## src/rtl/can_tx_pkg.sv

```systemverilog
package can_tx_pkg;

  typedef enum logic [2:0] {
    FLD_SOF = 3'd0,
    FLD_ARB = 3'd1,
    FLD_CTL = 3'd2,
    FLD_DAT = 3'd3,
    FLD_CRC = 3'd4,
    FLD_CDL = 3'd5,
    FLD_ACK = 3'd6,
    FLD_END = 3'd7
  } fld_e;

  typedef enum logic [1:0] {
    ST_IDLE = 2'd0,
    ST_ARM  = 2'd1,
    ST_SEND = 2'd2
  } st_e;

  localparam logic RECESSIVE = 1'b1;

  // fields from the start bit through the CRC sequence are subject to stuffing
  function automatic logic in_stuff_zone(input logic [2:0] f);
    return f <= FLD_CRC;
  endfunction

endpackage

```

## src/rtl/can_tx_stuffer.sv

```systemverilog
module can_tx_stuffer #(
  parameter int RUN_LEN = 5
) (
  input  logic clk,
  input  logic rst,
  input  logic clr,
  input  logic load,
  input  logic bit_in,
  input  logic zone,
  output logic stuff_due
);
  localparam int CW = $clog2(RUN_LEN + 1);

  logic [CW-1:0] run_q;
  logic          last_q;

  always_ff @(posedge clk) begin
    if (rst || clr) begin
      run_q  <= '0;
      last_q <= 1'b1;
    end else if (load) begin
      if (!zone)
        run_q <= '0;
      else if (run_q != '0 && bit_in == last_q)
        run_q <= run_q + 1'b1;
      else
        run_q <= CW'(1);
      last_q <= bit_in;
    end
  end

  assign stuff_due = (run_q == CW'(RUN_LEN));

  AST_RUN_BOUNDED: assert property (@(posedge clk) disable iff (rst)
    run_q <= CW'(RUN_LEN));

  AST_STUFF_OPPOSITE: assert property (@(posedge clk) disable iff (rst)
    (load && stuff_due && !clr) |-> (bit_in != last_q));

endmodule

```

## src/rtl/can_tx_judge.sv

```systemverilog
module can_tx_judge
  import can_tx_pkg::*;
(
  input  logic       sent,
  input  logic       heard,
  input  logic [2:0] fld,
  input  logic       is_stuff,
  output logic       lose,
  output logic       fault
);
  logic arb_bit;
  logic differ;

  always_comb begin
    arb_bit = (fld == FLD_ARB) && !is_stuff;
    differ  = (sent != heard);
    // recessive overwritten by dominant inside arbitration: give way
    lose    = arb_bit && sent && !heard;
    // arbitration bits and the ack slot are exempt from error checking
    fault   = differ && !arb_bit && (fld != FLD_ACK);
  end

endmodule

```

## src/rtl/can_bit_tx.sv

```systemverilog
module can_bit_tx
  import can_tx_pkg::*;
#(
  parameter int RUN_LEN = 5
) (
  input  logic       clk,
  input  logic       rst,
  input  logic       bit_tick,
  input  logic       start,
  input  logic       frm_bit,
  input  logic [2:0] frm_fld,
  input  logic       frm_last,
  input  logic       bus_rx,
  output logic       frm_adv,
  output logic       tx_pin,
  output logic       busy,
  output logic       arb_lost,
  output logic       bit_err,
  output logic       done
);

  st_e        state;
  logic       tx_q;
  logic [2:0] cur_fld;
  logic       cur_stf;
  logic       cur_last;

  logic       lose, fault, stuff_due;
  logic       tick_send, proceed, finish;
  logic       drive_raw, drive_stf, raw_val, next_bit, zone_next, frame_clr;
  logic [2:0] next_fld;

  // ---------------- next-bit selection ----------------
  always_comb begin
    tick_send = (state == ST_SEND) && bit_tick;
    finish    = tick_send && (lose || fault || cur_last);
    proceed   = tick_send && !lose && !fault && !cur_last;
    drive_stf = proceed && stuff_due;
    drive_raw = ((state == ST_ARM) && bit_tick) || (proceed && !stuff_due);
    raw_val   = (frm_fld == FLD_ACK) ? RECESSIVE : frm_bit;
    next_bit  = drive_stf ? ~tx_q : raw_val;
    next_fld  = drive_stf ? cur_fld : frm_fld;
    zone_next = in_stuff_zone(next_fld);
    frame_clr = (state == ST_IDLE) && start;
  end

  can_tx_stuffer #(.RUN_LEN(RUN_LEN)) u_stuffer (
    .clk      (clk),
    .rst      (rst),
    .clr      (frame_clr),
    .load     (drive_raw || drive_stf),
    .bit_in   (next_bit),
    .zone     (zone_next),
    .stuff_due(stuff_due)
  );

  can_tx_judge u_judge (
    .sent    (tx_q),
    .heard   (bus_rx),
    .fld     (cur_fld),
    .is_stuff(cur_stf),
    .lose    (lose),
    .fault   (fault)
  );

  // ---------------- sequencer ----------------
  always_ff @(posedge clk) begin
    if (rst) begin
      state    <= ST_IDLE;
      tx_q     <= RECESSIVE;
      cur_fld  <= FLD_SOF;
      cur_stf  <= 1'b0;
      cur_last <= 1'b0;
      frm_adv  <= 1'b0;
      arb_lost <= 1'b0;
      bit_err  <= 1'b0;
      done     <= 1'b0;
    end else begin
      frm_adv  <= drive_raw;
      arb_lost <= tick_send && lose;
      bit_err  <= tick_send && fault;
      done     <= tick_send && !lose && !fault && cur_last;
      if (drive_raw || drive_stf) begin
        tx_q     <= next_bit;
        cur_fld  <= next_fld;
        cur_stf  <= drive_stf;
        cur_last <= drive_raw && frm_last;
      end
      case (state)
        ST_IDLE: if (start) state <= ST_ARM;
        ST_ARM:  if (bit_tick) state <= ST_SEND;
        ST_SEND: begin
          if (finish) begin
            state <= ST_IDLE;
            tx_q  <= RECESSIVE;
          end
        end
        default: state <= ST_IDLE;
      endcase
    end
  end

  assign tx_pin = tx_q;
  assign busy   = (state != ST_IDLE);

  // ---------------- assertions ----------------
  AST_IDLE_RECESSIVE: assert property (@(posedge clk) disable iff (rst)
    !busy |-> tx_pin);

  AST_ADV_AFTER_TICK: assert property (@(posedge clk) disable iff (rst)
    frm_adv |-> $past(bit_tick));

  AST_ACK_RECESSIVE: assert property (@(posedge clk) disable iff (rst)
    (state == ST_SEND && cur_fld == FLD_ACK) |-> tx_pin);

  AST_LOSS_IN_ARB: assert property (@(posedge clk) disable iff (rst)
    arb_lost |-> ($past(bit_tick) && $past(cur_fld) == FLD_ARB && tx_pin && !busy));

  AST_ERR_RELEASE: assert property (@(posedge clk) disable iff (rst)
    bit_err |-> (tx_pin && !busy));

  AST_DONE_RELEASE: assert property (@(posedge clk) disable iff (rst)
    done |-> (tx_pin && !busy && $past(bit_tick)));

  AST_ONE_OUTCOME: assert property (@(posedge clk) disable iff (rst)
    $onehot0({arb_lost, bit_err, done}));

  AST_TX_HOLDS: assert property (@(posedge clk) disable iff (rst)
    (busy && $past(busy) && !$past(bit_tick)) |-> $stable(tx_pin));

endmodule

```

## config.mk

```make
export PLATFORM = sky130hd
export DESIGN_NAME = can_bit_tx
export DESIGN_NICKNAME = d
export VERILOG_FILES = /design/src/rtl/can_tx_pkg.sv /design/src/rtl/can_tx_stuffer.sv /design/src/rtl/can_tx_judge.sv /design/src/rtl/can_bit_tx.sv
export SDC_FILE = /design/constraint.sdc
export NUM_CORES = 1
export LEC_CHECK = 0
export BUFFER_PORTS_ARGS = -buffer_cell sky130_fd_sc_hd__buf_2
export CORE_AREA = 2 2 45 47
export DETAILED_ROUTE_END_ITERATION = 12
export DIE_AREA = 0 0 47 49
export GPL_ROUTABILITY_DRIVEN = 0
export PLACE_DENSITY = 0.71
export SKIP_LAST_GASP = 1
export SYNTH_ARGS = -nofsm -noshare
export SYNTH_HDL_FRONTEND = slang
export SYNTH_HIERARCHICAL = 1
export SYNTH_SLANG_ARGS = --single-unit
```

## constraint.sdc

```tcl
create_clock -name clk -period 2.2 [get_ports clk]
set_clock_uncertainty 0.1 [all_clocks]
set_input_delay 0.33 -clock clk [delete_from_list [all_inputs] [get_ports clk]]
set_output_delay 0.33 -clock clk [all_outputs]
set_load 0.1 [all_outputs]
```

==> impl_metrics.toml, run 1 <==
[status]
status = "finished clean"

[worst_hold_path]
hold_path.class = "input pin to register"

[synthesis]
netlist.area_leader.share_pct = 38.8
yosysTopAreaCell = "dfxtp_1"
syn_nets = 100
synth-seq-area-share_pct = 38.8
synth.distinct_cells = 37
synth-edff-count = 0
yosysWarningCount = 6
syn_inst = 87
synth_area_leaders = "dfxtp_1, mux2i_1, ha_1, nor2_1, and2_1"
avgSynthCellArea_um2 = 9.48
synthFlopType = "dfxtp_1"
synthesis.area_um2 = 825
synth_seq_cells = 16
synthArstFlopShare_pct = 0

[sta]
timing.final.crit_period_ps = 2160
fin_crit_sh_pct = 98.2
final_hold_viol_count = 0
fmaxAchievable_mhz = 463
max-slew-margin-rel_pct = 67.8
maxSlewViolCount = 0
rsz0062_at_grt = "true"
worst_pin_slew_ps = 487
finalSetupViolCount = 0

[cts]
cts.sinks = 16
cts_tree = "built"
cts.path.max_buffers = 2
path_clk_slew_ps = 90
postCtsHoldBufs = 0
clock_latency_ps = 280
cts-root-buf = "clkbuf_4"
cts_made_buffers = 3
htreeDepth = 1

[floorplan]
io-pin-count = 16
die_y_um = 49
die_area_mm2 = 0.00230
fp.coreArea_mm2 = 0.00184
rows = 16
die-width_um = 47
initial_core_util_pct = 44.8

[final_layout]
finish.instance_area_mm2 = 0.00105
final_nets = 124
finish.utilization_pct = 57.0
antennaDiodeCount = 0
area_growth_pct = 27.3
drive_gt1_share_pct = 36.4

[place]
hpwlAfterDp_um = 1210
placed_cell_area_um2 = 966
port_buffers = 15

[drt]
first_iter_violations = 16
viasPerCell = 5.17
drc = 0
routedWlPerCell_um = 11.9
vias = 708
routed_wl_um = 1630
first_pass_iters = 6
ant_nets = 0

[global_routing]
grt_pass1_wl_um = 2760
grt_pass1_vias = 682
track_usage_pct = 16.1
grt_overflow = 0
grt_start_max_net_pins = 14
antenna_found_initial = 0

[power]
powerDensity_mw_per_mm2 = 609
ir_worst_vdd_mv = 0.600
p_leak_nw = 0.444

[run]
maxCapViolations = 0

[worst_setup_path]
worst_ep_required_time_ps = 2300
endpoint_kind = "register"
crit_type = "register to register"
worstPathMaxFanout = 4
cp-start-kind = "register"
worstPathArrival_ps = 2260
cell families (layout without fill, tap and decap cells):
kind of cell               Yosys count  in the layout  synth area share, %
buffers and inverters                7             30                 3.19
and+or+nand+nor                     36             36                 26.7
AOI/OAI and AO/OA                   17             17                 16.4
adders and majority gates            3              3                 4.55
muxes                                6              6                 7.28
xor gates and xnor gates             2              2                 3.04
DFF                                 16             16                 38.8
cell usage after synthesis, types with 2 or more instances:
cell type / count
nand2_1: 4
ha_1: 3
dfxtp_1: 16
a21oi_1: 3
nor2b_1: 2
inv_1: 6
a31oi_1: 2
nand3b_1: 2
nor3_1: 2
a311oi_1: 2
nor2_1: 9
and3b_1: 2
o21a_1: 2
mux2i_1: 6
and2_1: 4
report_power, final:
part           internal [mW]  total (mW)  switching [mW]
logic                 0.0554       0.137          0.0817
registers              0.299       0.310          0.0117
clock network          0.101       0.192          0.0908
total                  0.455       0.639           0.184
metrics by stage:
stage	cells	setup WS [ps]	setup TNS, ps	power [mW]	hold slack [ps]
global route	137	-107	-196	0.669	232
floorplan	87	39.2	0	0.407	307
finish	137	39.5	0	0.639	185
global placement	131	68.9	0	0.438	364
detailed placement	131	-49.9	-67.3	0.440	371
CTS	135	60.0	0	0.634	185
path summary, 6_finish.rpt:
kind	depth (start not counted)	from	end	slack (ps)
worst max register to register	8	cur_stf	u_stuffer/run_q[2]	40
worst max-delay path	8	cur_stf	u_stuffer/run_q[2]	40
worst min-delay path	3	frm_last	cur_last	180
worst min register to register	2	cur_stf	cur_stf	390
worst max-delay path, cell delays in order, from the launching register on:
cell and delay, ps:
dfxtp_2 340, nor4b_4 290, a311oi_2 80, nor3_2 250, nand3_2 180, mux2i_4 250
xnor2_2 220, nand4_1 110, a311oi_1 250
placed cells by master (no fill, tap or decap), types with 3 or more instances in the layout:
cell type	synthesis	layout
mux2i_1	6	5
buf_4	0	5
and2_1	4	3
ha_1	3	3
dfxtp_1	16	13
inv_1	6	6
nand2_1	4	4
clkbuf_4	0	3
a21oi_1	3	3
nor2_1	9	9
buf_2	0	15
layout make-up:
cell class              instances  area (µm²)
multi-input cells              64         518
fillers                       172         792
inverters                       6        22.5
clock buffers                   4        36.3
repair buffers                 20         113
well taps                      27        33.8
flip-flops and latches         16         327
registers in the layout, summed over array words and instances (netlist names):
name and cells:
done 1, arb_lost 1, frm_adv 1, bit_err 1, tx_pin 1, cur_stf 1, u_stuffer/run_q 3, cur_last 1
state 2, u_stuffer/last_q 1, cur_fld 3
metal layers:
layer,share of wire [%],GRT usage (%)
met1,45,20.3
met2,49,25.8
met5,0,0
met3,6.2,6.67
met4,0.18,2.31
timing repair:
action	4_1_cts	5_1_grt
buffers inserted	0	3
gates resized for setup	3	4
setup endpoints to repair	3	6
hold endpoints to repair	0	0
pin swaps	0	11
No activity file was read; power rests on OpenSTA's default activity.
==> run 2, diff against run 1 <==
CTS_CLUSTER_DIAMETER = 30   (was default)
SETUP_SLACK_MARGIN = 0.4   (was default)
==> impl_metrics.toml, run 2 (synthesis gave the netlist of run 1 again) <==
[global_routing]
grt_pass1_wl_um = 3170
track_usage_pct = 19.2
grt_pass1_vias = 767
grt_start_max_net_pins = 14
antenna_found_initial = 0
grt_overflow = 0

[floorplan]
io-pin-count = 16
die_area_mm2 = 0.00230
die_y_um = 49
fp.coreArea_mm2 = 0.00184
initial_core_util_pct = 44.8
rows = 16
die-width_um = 47

[power]
p_leak_nw = 0.476
powerDensity_mw_per_mm2 = 569
ir_worst_vdd_mv = 0.366

[drt]
viasPerCell = 5.09
routed_wl_um = 1760
vias = 718
first_iter_violations = 8
ant_nets = 0
drc = 0
first_pass_iters = 2
routedWlPerCell_um = 12.5

[sta]
fmaxAchievable_mhz = 478
maxSlewViolCount = 0
finalSetupViolCount = 0
final_hold_viol_count = 0
whs_ps = 187
max-slew-margin-rel_pct = 67.8
worst_pin_slew_ps = 487
timing.final.crit_period_ps = 2090
rsz0062_at_grt = "true"
fin_crit_sh_pct = 95.2

[place]
placed_cell_area_um2 = 981
hpwlAfterDp_um = 1210
place_inst = 132
port_buffers = 15

[cts]
cts_made_buffers = 3
clock_latency_ps = 290
path_clk_slew_ps = 100
cts.path.max_buffers = 2
cts.sinks = 16
cts_tree = "built"
postCtsHoldBufs = 0
cts-root-buf = "clkbuf_4"
htreeDepth = 1

[worst_setup_path]
endpoint_kind = "register"
reg2reg_depth = 8
worstPathMaxFanout = 4
cp-start-kind = "register"
worstPathArrival_ps = 2180
worst_ep_required_time_ps = 2290
crit_type = "register to register"

[status]
status = "finished clean"

[final_layout]
top_regs = "cur_fld: 3 flops, u_stuffer/run_q: 3 flops, state: 2 flops"
drive_gt1_share_pct = 43.0
final_common_cell = "buf_2"
num-fill-cells = 173
finalNonFillerCells = 141
layout_common_cells = "buf_2, dfxtp_1, nor2_1"
antennaDiodeCount = 0
final_nets = 128
finish.instance_area_mm2 = 0.00111
area_growth_pct = 34.3

[run]
maxCapViolations = 0

[worst_hold_path]
hold_depth = 3
hold_path.class = "input pin to register"
## run 2: cell types whose count changed in the layout (fill, tap and decap cells not counted), sizes merged
cell / delta
buf: +4
## run 2: where the power goes
part	internal, mW	total, mW	switching [mW]
combinational	0.0673	0.157	0.0900
sequential	0.299	0.310	0.0116
clock	0.0705	0.163	0.0921
total	0.436	0.630	0.194
## run 2: path summary, 6_finish.rpt
path | slack [ps] | from | endpoint
hold / removal | 190 | frm_last | cur_last
hold reg to reg | 380 | cur_stf | cur_stf
setup / recovery | 110 | cur_stf | cur_fld[2]
setup reg to reg | 110 | cur_stf | cur_fld[2]
## run 2: cell type report
type / count / area [µm²] / share of cell area [%]
clock buffers: 4 / 26.3 / 2.37
inverters: 6 / 22.5 / 2.03
multi-input cells: 64 / 548 / 49.5
flip-flops and latches: 16 / 327 / 29.5
well taps: 27 / 33.8 / 3.05
repair buffers: 24 / 150 / 13.6
## run 2: repair_timing
item | CTS | global route
pin swaps | 8 | 6
endpoints found under the setup margin | 10 | 12
resized for setup | 9 | 6
setup buffers | 5 | 0
## run 2: critical path, cell delays in order (launching register included)
cell and delay, ps:
dfxtp_2 340, nor4b_4 290, a311oi_2 80, buf_4 150, or3_4 390, o31ai_4 190
buf_6 160, mux2i_2 220, nor2_1 50
## run 2: per-stage QoR
step                      utilization [%]  TNS (ps)  worst slack, ps  power, mW
after floorplan                         -         0             41.5      0.409
after global placement               53.3         0             51.5      0.442
after detailed placement             53.3     -49.9            -49.9      0.444
after CTS                            59.1         0              140      0.629
after global routing                 60.1     -70.7            -70.7      0.665
final                                60.1         0              106      0.630
## run 2: per-layer routing
metal	vias to the layer above	wire length [µm]	part of all wire, %	global-route usage, %
met5	-	0	0	0
met4	0	70	4.0	10.2
met3	8	85	4.8	7.78
met2	17	886	50	30.1
met1	330	714	41	21.1
li1	363	-	-	-
